[config.mk]
export PLATFORM = sky130hd
export DESIGN_NAME = chrg_phase_seq
export DESIGN_NICKNAME = d
export VERILOG_FILES = /design/src/rtl/chrg_seq_pkg.sv /design/src/rtl/chrg_sync_bank.sv /design/src/rtl/chrg_phase_fsm.sv /design/src/rtl/chrg_phase_seq.sv
export SDC_FILE = /design/constraint.sdc
export NUM_CORES = 1
export LEC_CHECK = 0
export BUFFER_PORTS_ARGS = -buffer_cell sky130_fd_sc_hd__buf_4
export CAP_MARGIN = 20
export CORE_MARGIN = 4
export CORE_UTILIZATION = 40
export CTS_CLUSTER_DIAMETER = 120
export DETAILED_ROUTE_END_ITERATION = 12
export GPL_TIMING_DRIVEN = 0
export HOLD_SLACK_MARGIN = 0.02
export PLACE_DENSITY = 0.7
export SLEW_MARGIN = 20
export SYNTH_ARGS = -nofsm -noshare
export SYNTH_HDL_FRONTEND = slang
export SYNTH_SLANG_ARGS = --single-unit
export TNS_END_PERCENT = 10
[constraint.sdc]
create_clock -name clk -period 1.1 [get_ports clk]
set_input_delay 0.055 -clock clk [delete_from_list [all_inputs] [get_ports clk]]
set_output_delay 0.055 -clock clk [all_outputs]
set_load 0.1 [all_outputs]
[src/rtl/chrg_seq_pkg.sv]
package chrg_seq_pkg;

    typedef enum logic [2:0] {
        PH_IDLE,
        PH_HI_ON,
        PH_HI_OFF,
        PH_LO_ON,
        PH_LO_OFF,
        PH_DONE
    } phase_e;

    typedef struct packed {
        phase_e phase;
        logic   hs;
        logic   ls;
        logic   oc_arm;
        logic   zc_arm;
        logic   ack;
    } seq_regs_t;

    localparam int unsigned N_INPUTS = 5;
    localparam int unsigned IDX_REQ  = 0;
    localparam int unsigned IDX_HSD  = 1;
    localparam int unsigned IDX_LSD  = 2;
    localparam int unsigned IDX_OC   = 3;
    localparam int unsigned IDX_ZC   = 4;

endpackage

[src/rtl/chrg_sync_bank.sv]
module chrg_sync_bank #(
    parameter int unsigned WIDTH  = 5,
    parameter int unsigned STAGES = 2
) (
    input  logic             clk,
    input  logic             rst_n,
    input  logic [WIDTH-1:0] din,
    output logic [WIDTH-1:0] dout
);
    localparam int unsigned LAST = STAGES - 1;

    logic [STAGES-1:0][WIDTH-1:0] stg_d, stg_q;

    always_comb begin
        stg_d[0] = din;
        for (int i = 1; i < int'(STAGES); i++) begin
            stg_d[i] = stg_q[i-1];
        end
    end

    always_ff @(posedge clk or negedge rst_n) begin
        if (!rst_n) begin
            stg_q <= '0;
        end else begin
            stg_q <= stg_d;
        end
    end

    assign dout = stg_q[LAST];

endmodule

[src/rtl/chrg_phase_fsm.sv]
module chrg_phase_fsm
    import chrg_seq_pkg::*;
(
    input  logic clk,
    input  logic rst_n,
    input  logic req_s,
    input  logic hs_ack_s,
    input  logic ls_ack_s,
    input  logic oc_s,
    input  logic zc_s,
    output logic hs_gate,
    output logic ls_gate,
    output logic oc_arm,
    output logic zc_arm,
    output logic ack
);
    seq_regs_t r_d, r_q;

    always_comb begin
        r_d = r_q;
        unique case (r_q.phase)
            PH_IDLE: begin
                if (req_s) begin
                    r_d.phase  = PH_HI_ON;
                    r_d.hs     = 1'b1;
                    r_d.oc_arm = 1'b1;
                end
            end
            PH_HI_ON: begin
                if (hs_ack_s && oc_s) begin
                    r_d.phase  = PH_HI_OFF;
                    r_d.hs     = 1'b0;
                    r_d.oc_arm = 1'b0;
                end
            end
            PH_HI_OFF: begin
                if (!hs_ack_s) begin
                    r_d.phase  = PH_LO_ON;
                    r_d.ls     = 1'b1;
                    r_d.zc_arm = 1'b1;
                end
            end
            PH_LO_ON: begin
                if (ls_ack_s && zc_s) begin
                    r_d.phase  = PH_LO_OFF;
                    r_d.ls     = 1'b0;
                    r_d.zc_arm = 1'b0;
                end
            end
            PH_LO_OFF: begin
                if (!ls_ack_s && !zc_s && !oc_s) begin
                    r_d.phase = PH_DONE;
                    r_d.ack   = 1'b1;
                end
            end
            PH_DONE: begin
                if (!req_s) begin
                    r_d.phase = PH_IDLE;
                    r_d.ack   = 1'b0;
                end
            end
            default: begin
                r_d = '{phase: PH_IDLE, default: 1'b0};
            end
        endcase
    end

    always_ff @(posedge clk or negedge rst_n) begin
        if (!rst_n) begin
            r_q <= '{phase: PH_IDLE, default: 1'b0};
        end else begin
            r_q <= r_d;
        end
    end

    assign hs_gate = r_q.hs;
    assign ls_gate = r_q.ls;
    assign oc_arm  = r_q.oc_arm;
    assign zc_arm  = r_q.zc_arm;
    assign ack     = r_q.ack;


    no_gate_overlap_chk: assert property (@(posedge clk) disable iff (!rst_n)
        !(hs_gate && ls_gate));


    arm_exclusive_chk: assert property (@(posedge clk) disable iff (!rst_n)
        $onehot0({oc_arm, zc_arm}));


    hs_release_chk: assert property (@(posedge clk) disable iff (!rst_n)
        $fell(hs_gate) |-> ($past(hs_ack_s && oc_s) && !oc_arm));


    ls_after_hs_off_chk: assert property (@(posedge clk) disable iff (!rst_n)
        $rose(ls_gate) |-> ($past(!hs_ack_s) && zc_arm));


    ls_release_chk: assert property (@(posedge clk) disable iff (!rst_n)
        $fell(ls_gate) |-> $past(ls_ack_s && zc_s));


    ack_rise_chk: assert property (@(posedge clk) disable iff (!rst_n)
        $rose(ack) |-> ($past(!ls_ack_s && !zc_s && !oc_s) && !hs_gate && !ls_gate));


    ack_fall_chk: assert property (@(posedge clk) disable iff (!rst_n)
        $fell(ack) |-> $past(!req_s));


    hs_start_chk: assert property (@(posedge clk) disable iff (!rst_n)
        $rose(hs_gate) |-> (oc_arm && $past(req_s) && !ack));

endmodule

[src/rtl/chrg_phase_seq.sv]
module chrg_phase_seq
    import chrg_seq_pkg::*;
#(
    parameter int unsigned SYNC_STAGES = 2
) (
    input  logic clk,
    input  logic rst_n,
    input  logic chg_req,
    output logic chg_ack,
    output logic hs_gate,
    input  logic hs_done,
    output logic ls_gate,
    input  logic ls_done,
    output logic oc_arm,
    input  logic oc_seen,
    output logic zc_arm,
    input  logic zc_seen
);
    logic [N_INPUTS-1:0] raw_in, syn_in;

    always_comb begin
        raw_in          = '0;
        raw_in[IDX_REQ] = chg_req;
        raw_in[IDX_HSD] = hs_done;
        raw_in[IDX_LSD] = ls_done;
        raw_in[IDX_OC]  = oc_seen;
        raw_in[IDX_ZC]  = zc_seen;
    end

    chrg_sync_bank #(
        .WIDTH  (N_INPUTS),
        .STAGES (SYNC_STAGES)
    ) u_sync (
        .clk   (clk),
        .rst_n (rst_n),
        .din   (raw_in),
        .dout  (syn_in)
    );

    chrg_phase_fsm u_fsm (
        .clk      (clk),
        .rst_n    (rst_n),
        .req_s    (syn_in[IDX_REQ]),
        .hs_ack_s (syn_in[IDX_HSD]),
        .ls_ack_s (syn_in[IDX_LSD]),
        .oc_s     (syn_in[IDX_OC]),
        .zc_s     (syn_in[IDX_ZC]),
        .hs_gate  (hs_gate),
        .ls_gate  (ls_gate),
        .oc_arm   (oc_arm),
        .zc_arm   (zc_arm),
        .ack      (chg_ack)
    );


    idle_quiet_chk: assert property (@(posedge clk) disable iff (!rst_n)
        (!chg_ack && !hs_gate && !ls_gate && $past(!syn_in[IDX_REQ]) && $stable(chg_ack) && $stable(hs_gate))
        |=> !ls_gate);

endmodule

==> metrics, run 1 <==
CP required 1.25 ns; Rel. slew slack 0.816; largest net degree at the start of global routing 17; IO Count 12; vias in the first global route 458; die area 0.00230 mm^2; violated checks setup timing; die width 47.9 um; Mapped Cells 49; CTS Buf Count 3; M3 GR Usage 0.0226; Synthesis Warnings 0; most frequent cells in the layout buf_4, dfrtp_1, buf_6, dlygate4sd3_1; slew of the pin with the lowest slew margin 0.279 ns; Post-synth EDFFs 0; largest cells by area after synthesis dfrtp_1, buf_6, o41ai_2, nand3_1, buf_4; asr flop ratio synth 1.00; Root Driver clkbuf_4; DRC Markers 0; Clk pin slew, worst setup/hold paths 0.09 ns; gr ovfl total 0; initial drt markers 6; Max Root-Sink Buffers 2; initial antenna violation count 0; Detail Route Antenna Nets 0; Synth Register Bits 16; Synth top area share 0.627; Synth Flop Type dfrtp_1; dpl hpwl 678 um; synth unique cells 25; area grow syn2layout 48.6%; H-tree Lvls 1; status finished with violations; leakage power total 0.417 nW; Final Wtd Congestion 0.765; average wire per standard cell 12.5 um; Tmin final 1.15 ns; RSZ-0062 raised after global routing yes; first-pass GRT wire length 1880 um; Setup-failing EPs final 3; crit path kind flip-flop to flip-flop; synthesized net count 56; All-Layer GR Usage 0.121; Initial Util 0.424; Total Power 0.00288 W; CP Launch Point u_fsm.r_q[7]$_DFFE_PN0P_; Final Skew 0.00398 ns; CP Max Fanout 7; hold crit path type input port to asynchronous set/reset pin; Slew Viols, Final 0; Initial DRT Pass Iterations 2; Avg Cell Area, Syn 13.0 um^2; CTS tree yes; arrival time worst endpoint 1.30 ns; commonest non-fill, non-tap cell in the layout buf_4; met2 usage 0.216; Critical R2R Capture u_fsm.r_q[5]$_DFFE_PN0P_; nets 84; row count 14; Setup WS post-layout -0.0473 ns; post-synthesis sequential area ratio 0.627; Max VDD drop 0.00154 V; CTS Sinks 16; fin crit share 1.04; GR peak layer met2; reg2reg start u_fsm.r_q[7]$_DFFE_PN0P_; CORE AREA 0.00151 mm^2; Final Hold Vio Count 0; Die Y 47.9 um; Clk Latency, worst-skew pair 0.28 ns; max-cap violations 0; antenna cells 0; Startpoint Class flip-flop; Worst setup EP type flip-flop; share of layout cells above drive strength 1 0.526; mapped cell area 638 um^2; met1 Use GR 0.141; Reg2Reg Depth 4; Vias per Instance 5.33; FMAX 872 MHz; Setup crit end u_fsm.r_q[5]$_DFFE_PN0P_; area leader, netlist dfrtp_1; vias 490; Routed WL 1150 um; worst reg-to-reg setup slack -0.05 ns; Cell Pwr Density 3040 mW/mm^2; IO buf count 11; Setup WS pre-CTS -0.105 ns
[per-stage QoR]
stage	std cells	hold WS, ns	utilization	area, um^2	TNS, ns
3_5_place_dp	76	-0.0769	0.498	751	-0.310
2_1_floorplan	49	-0.241	-	648	-0.0424
4_1_cts	89	0.154	0.589	887	-0.0997
5_1_grt	92	0.172	0.630	948	-0.437
3_3_place_gp	76	-0.0794	0.498	751	-0.278
6_report	92	0.158	0.630	948	-0.110
[power by group]
part	switching (W)	internal, W
registers	0.000124	0.000729
logic	0.000988	0.000727
clock network	0.000174	0.000141
total	0.00129	0.00160
[synth_stat cells, types with 2 or more instances]
master and number:
buf_6 2, buf_4 2, a21oi_1 2, o21ai_1 2
nand2b_1 2, nand2_1 2, nor2_1 2, dfrtp_1 16
nand3_1 3
[worst max-delay path: stages (launching register included)]
cell and delay [ns]:
dfrtp_2 0.49, nor2b_4 0.17, o211ai_4 0.11, a31oi_1 0.18
a41oi_1 0.06
[routing by layer]
metal	part of all wire	wire (um)	vias up
met2	0.54	623	12
met1	0.40	461	248
met4	0.012	14	0
met3	0.044	50	2
met5	0	0	-
li1	-	-	228
[cell families (layout without fill, tap and decap cells)]
| logic type | after synthesis | after routing | synth area share |
|---|---|---|---|
| DFF | 16 | 16 | 0.627 |
| buffers and inverters | 5 | 32 | 0.0647 |
| AOI/OAI and AO/OA | 13 | 13 | 0.165 |
| and+or+nand+nor | 14 | 14 | 0.129 |
| xor gates and xnor gates | 1 | 1 | 0.0137 |
[registers in the layout, summed over array words and instances (netlist names)]
register       flops
u_sync.stg_d       5
u_fsm.r_q          3
u_sync.dout        5
u_fsm.ack          1
u_fsm.ls_gate      1
u_fsm.oc_arm       1
[cell type report]
class / count / area, um^2
Tap cell: 16 / 20.0
Sequential cell: 16 / 408
Buffer: 4 / 41.3
Multi-Input combinational cell: 28 / 238
Clock buffer: 4 / 26.3
Fill cell: 119 / 558
Inverter: 1 / 3.75
Timing Repair Buffer: 23 / 211
[worst min-delay path by stage]
stage	end	slack, ns	depth (start not counted)
global route	u_fsm.ack$_DFFE_PN0P_	0.17	2
floorplan	u_fsm.ls_gate$_DFFE_PN0P_	-0.24	0
finish	u_fsm.oc_arm$_DFFE_PN0P_	0.16	2
global placement	u_fsm.r_q[5]$_DFFE_PN0P_	-0.08	1
detailed placement	u_fsm.ack$_DFFE_PN0P_	-0.08	1
CTS	u_fsm.r_q[6]$_DFFE_PN0P_	0.15	2
[timing repair]
item	in CTS	in global routing
cloned	0	0
setup buffers	3	3
resized for setup	6	9
setup endpoints to repair	7	8
hold buffers	6	0
hold endpoints to repair	21	0
pin swaps	4	4
Note: power is estimated with default switching activity, not from simulation.
==> run 2, diff against run 1 <==
Settings changed: CORE_MARGIN 4 to 5, PLACE_DENSITY 0.7 to 0.67.
==> run 2 against run 1 <==
The run still ends with setup timing left. Clock skew grew 0.0020 ns. Clock power shrank 3%. Utilization up 1.1 points.
==> metrics, run 2 (synthesis results as in run 1) <==
antenna cells 0; crit path kind flip-flop to flip-flop; Clk Latency, worst-skew pair 0.28 ns; Critical R2R Capture u_fsm.r_q[7]$_DFFE_PN0P_; gr ovfl total 0; Cell Pwr Density 3020 mW/mm^2; All-Layer GR Usage 0.0996; Reg2Reg Depth 4; die width 49.9 um; DRC Markers 0; Initial DRT Pass Iterations 4; Clk pin slew, worst setup/hold paths 0.09 ns; violated checks setup timing; slew of the pin with the lowest slew margin 0.279 ns; dpl hpwl 680 um; CP required 1.27 ns; largest net degree at the start of global routing 17; CP Max Fanout 8; most frequent cells in the layout buf_4, dfrtp_1, dlygate4sd3_1; fin crit share 1.02; IO buf count 11; Rel. slew slack 0.816; Die Y 49.9 um; leakage power total 0.424 nW; CTS Buf Count 3; setup TNS -0.0547 ns; Final Skew 0.00602 ns; Max VDD drop 0.00132 V; Routed WL 1170 um; hold crit path type input port to asynchronous set/reset pin; Startpoint Class flip-flop; vias in the first global route 483; Non-Filler Instances 93; area grow syn2layout 51.2%; CORE AREA 0.00151 mm^2; status finished with violations; die area 0.00249 mm^2; Setup-failing EPs final 4; CTS tree yes; max-cap violations 0; row count 14; Final Wtd Congestion 0.815; commonest non-fill, non-tap cell in the layout buf_4; RSZ-0062 raised after global routing yes; initial antenna violation count 0; Max Root-Sink Buffers 2; H-tree Lvls 1; Worst setup EP type flip-flop; initial drt markers 3; worst reg-to-reg setup slack -0.02 ns; first-pass GRT wire length 1950 um; placed cells 76; reg2reg start u_fsm.r_q[6]$_DFFE_PN0P_; CTS Sinks 16; Vias per Instance 4.98; Initial Util 0.424; Slew Viols, Final 0; Root Driver clkbuf_4; hold slack 0.158 ns; Setup WS post-layout -0.0223 ns; vias 463; nets 85; average wire per standard cell 12.6 um; Detail Route Antenna Nets 0; share of layout cells above drive strength 1 0.532; Tmin final 1.12 ns; arrival time worst endpoint 1.29 ns; IO Count 12; FMAX 891 MHz; Final Hold Vio Count 0
==> run 2: changes by cell type in the layout (fill, tap and decap cells not counted) <==
cell    delta
buf_12     +1
buf_4      +1
buf_6      -1
==> run 2: how the worst max path moves through the flow <==
stage / from / cells past startpoint / slack (ns) / to
2_1_floorplan: u_fsm.ack$_DFFE_PN0P_ / 3 / -0.02 / u_fsm.ack$_DFFE_PN0P_
3_3_place_gp: u_fsm.r_q[7]$_DFFE_PN0P_ / 3 / -0.12 / u_fsm.r_q[7]$_DFFE_PN0P_
3_5_place_dp: u_fsm.r_q[7]$_DFFE_PN0P_ / 3 / -0.10 / u_fsm.r_q[7]$_DFFE_PN0P_
4_1_cts: u_fsm.r_q[6]$_DFFE_PN0P_ / 5 / -0.05 / u_fsm.r_q[5]$_DFFE_PN0P_
5_1_grt: u_fsm.r_q[6]$_DFFE_PN0P_ / 5 / -0.1 / u_fsm.r_q[5]$_DFFE_PN0P_
6_report: u_fsm.r_q[6]$_DFFE_PN0P_ / 4 / -0.02 / u_fsm.r_q[7]$_DFFE_PN0P_
==> run 2: what timing repair did <==
item                                   in CTS  in global routing
setup buffers                               4                  3
cloned                                      0                  0
pin swaps                                   3                  2
endpoints found under the hold margin      21                  0
hold buffers                                6                  0
gates resized for setup                     6                 11
setup endpoints to repair                   7                  9
==> run 2: cell type report <==
class	count	area [um^2]
clock buffers	4	26.3
plain buffers	4	45.0
repair buffers	24	224
inverters	1	3.75
well taps	16	20.0
flip-flops and latches	16	408
fillers	121	542
multi-input cells	28	238
==> run 2: where the power goes <==
group	switching [W]	internal [W]
Combinational	0.000987	0.000767
Sequential	0.000120	0.000729
Clock	0.000167	0.000140
Total	0.00127	0.00164
==> run 2: per-layer routing <==
metal  wire length (um)  global-route usage
met5                  0                   0
met4                  8              0.0699
met3                 61              0.0241
met2                613               0.163
met1                487               0.111
==> run 2: through the flow <==
step	setup slack (ns)	utilization	total power, W	area, um^2
after global placement	-0.115	0.498	0.00220	751
after CTS	-0.0469	0.594	0.00272	895
final	-0.0223	0.640	0.00291	965
after global routing	-0.0987	0.640	0.00306	965
after floorplan	-0.0173	-	0.00197	648
after detailed placement	-0.105	0.498	0.00221	751
==> run 2: worst max-delay path, stage by stage, from the launching register on <==
cell     delay [ns]
dfrtp_1        0.38
buf_6          0.13
nor2b_4        0.13
buf_4          0.13
a32o_1         0.23
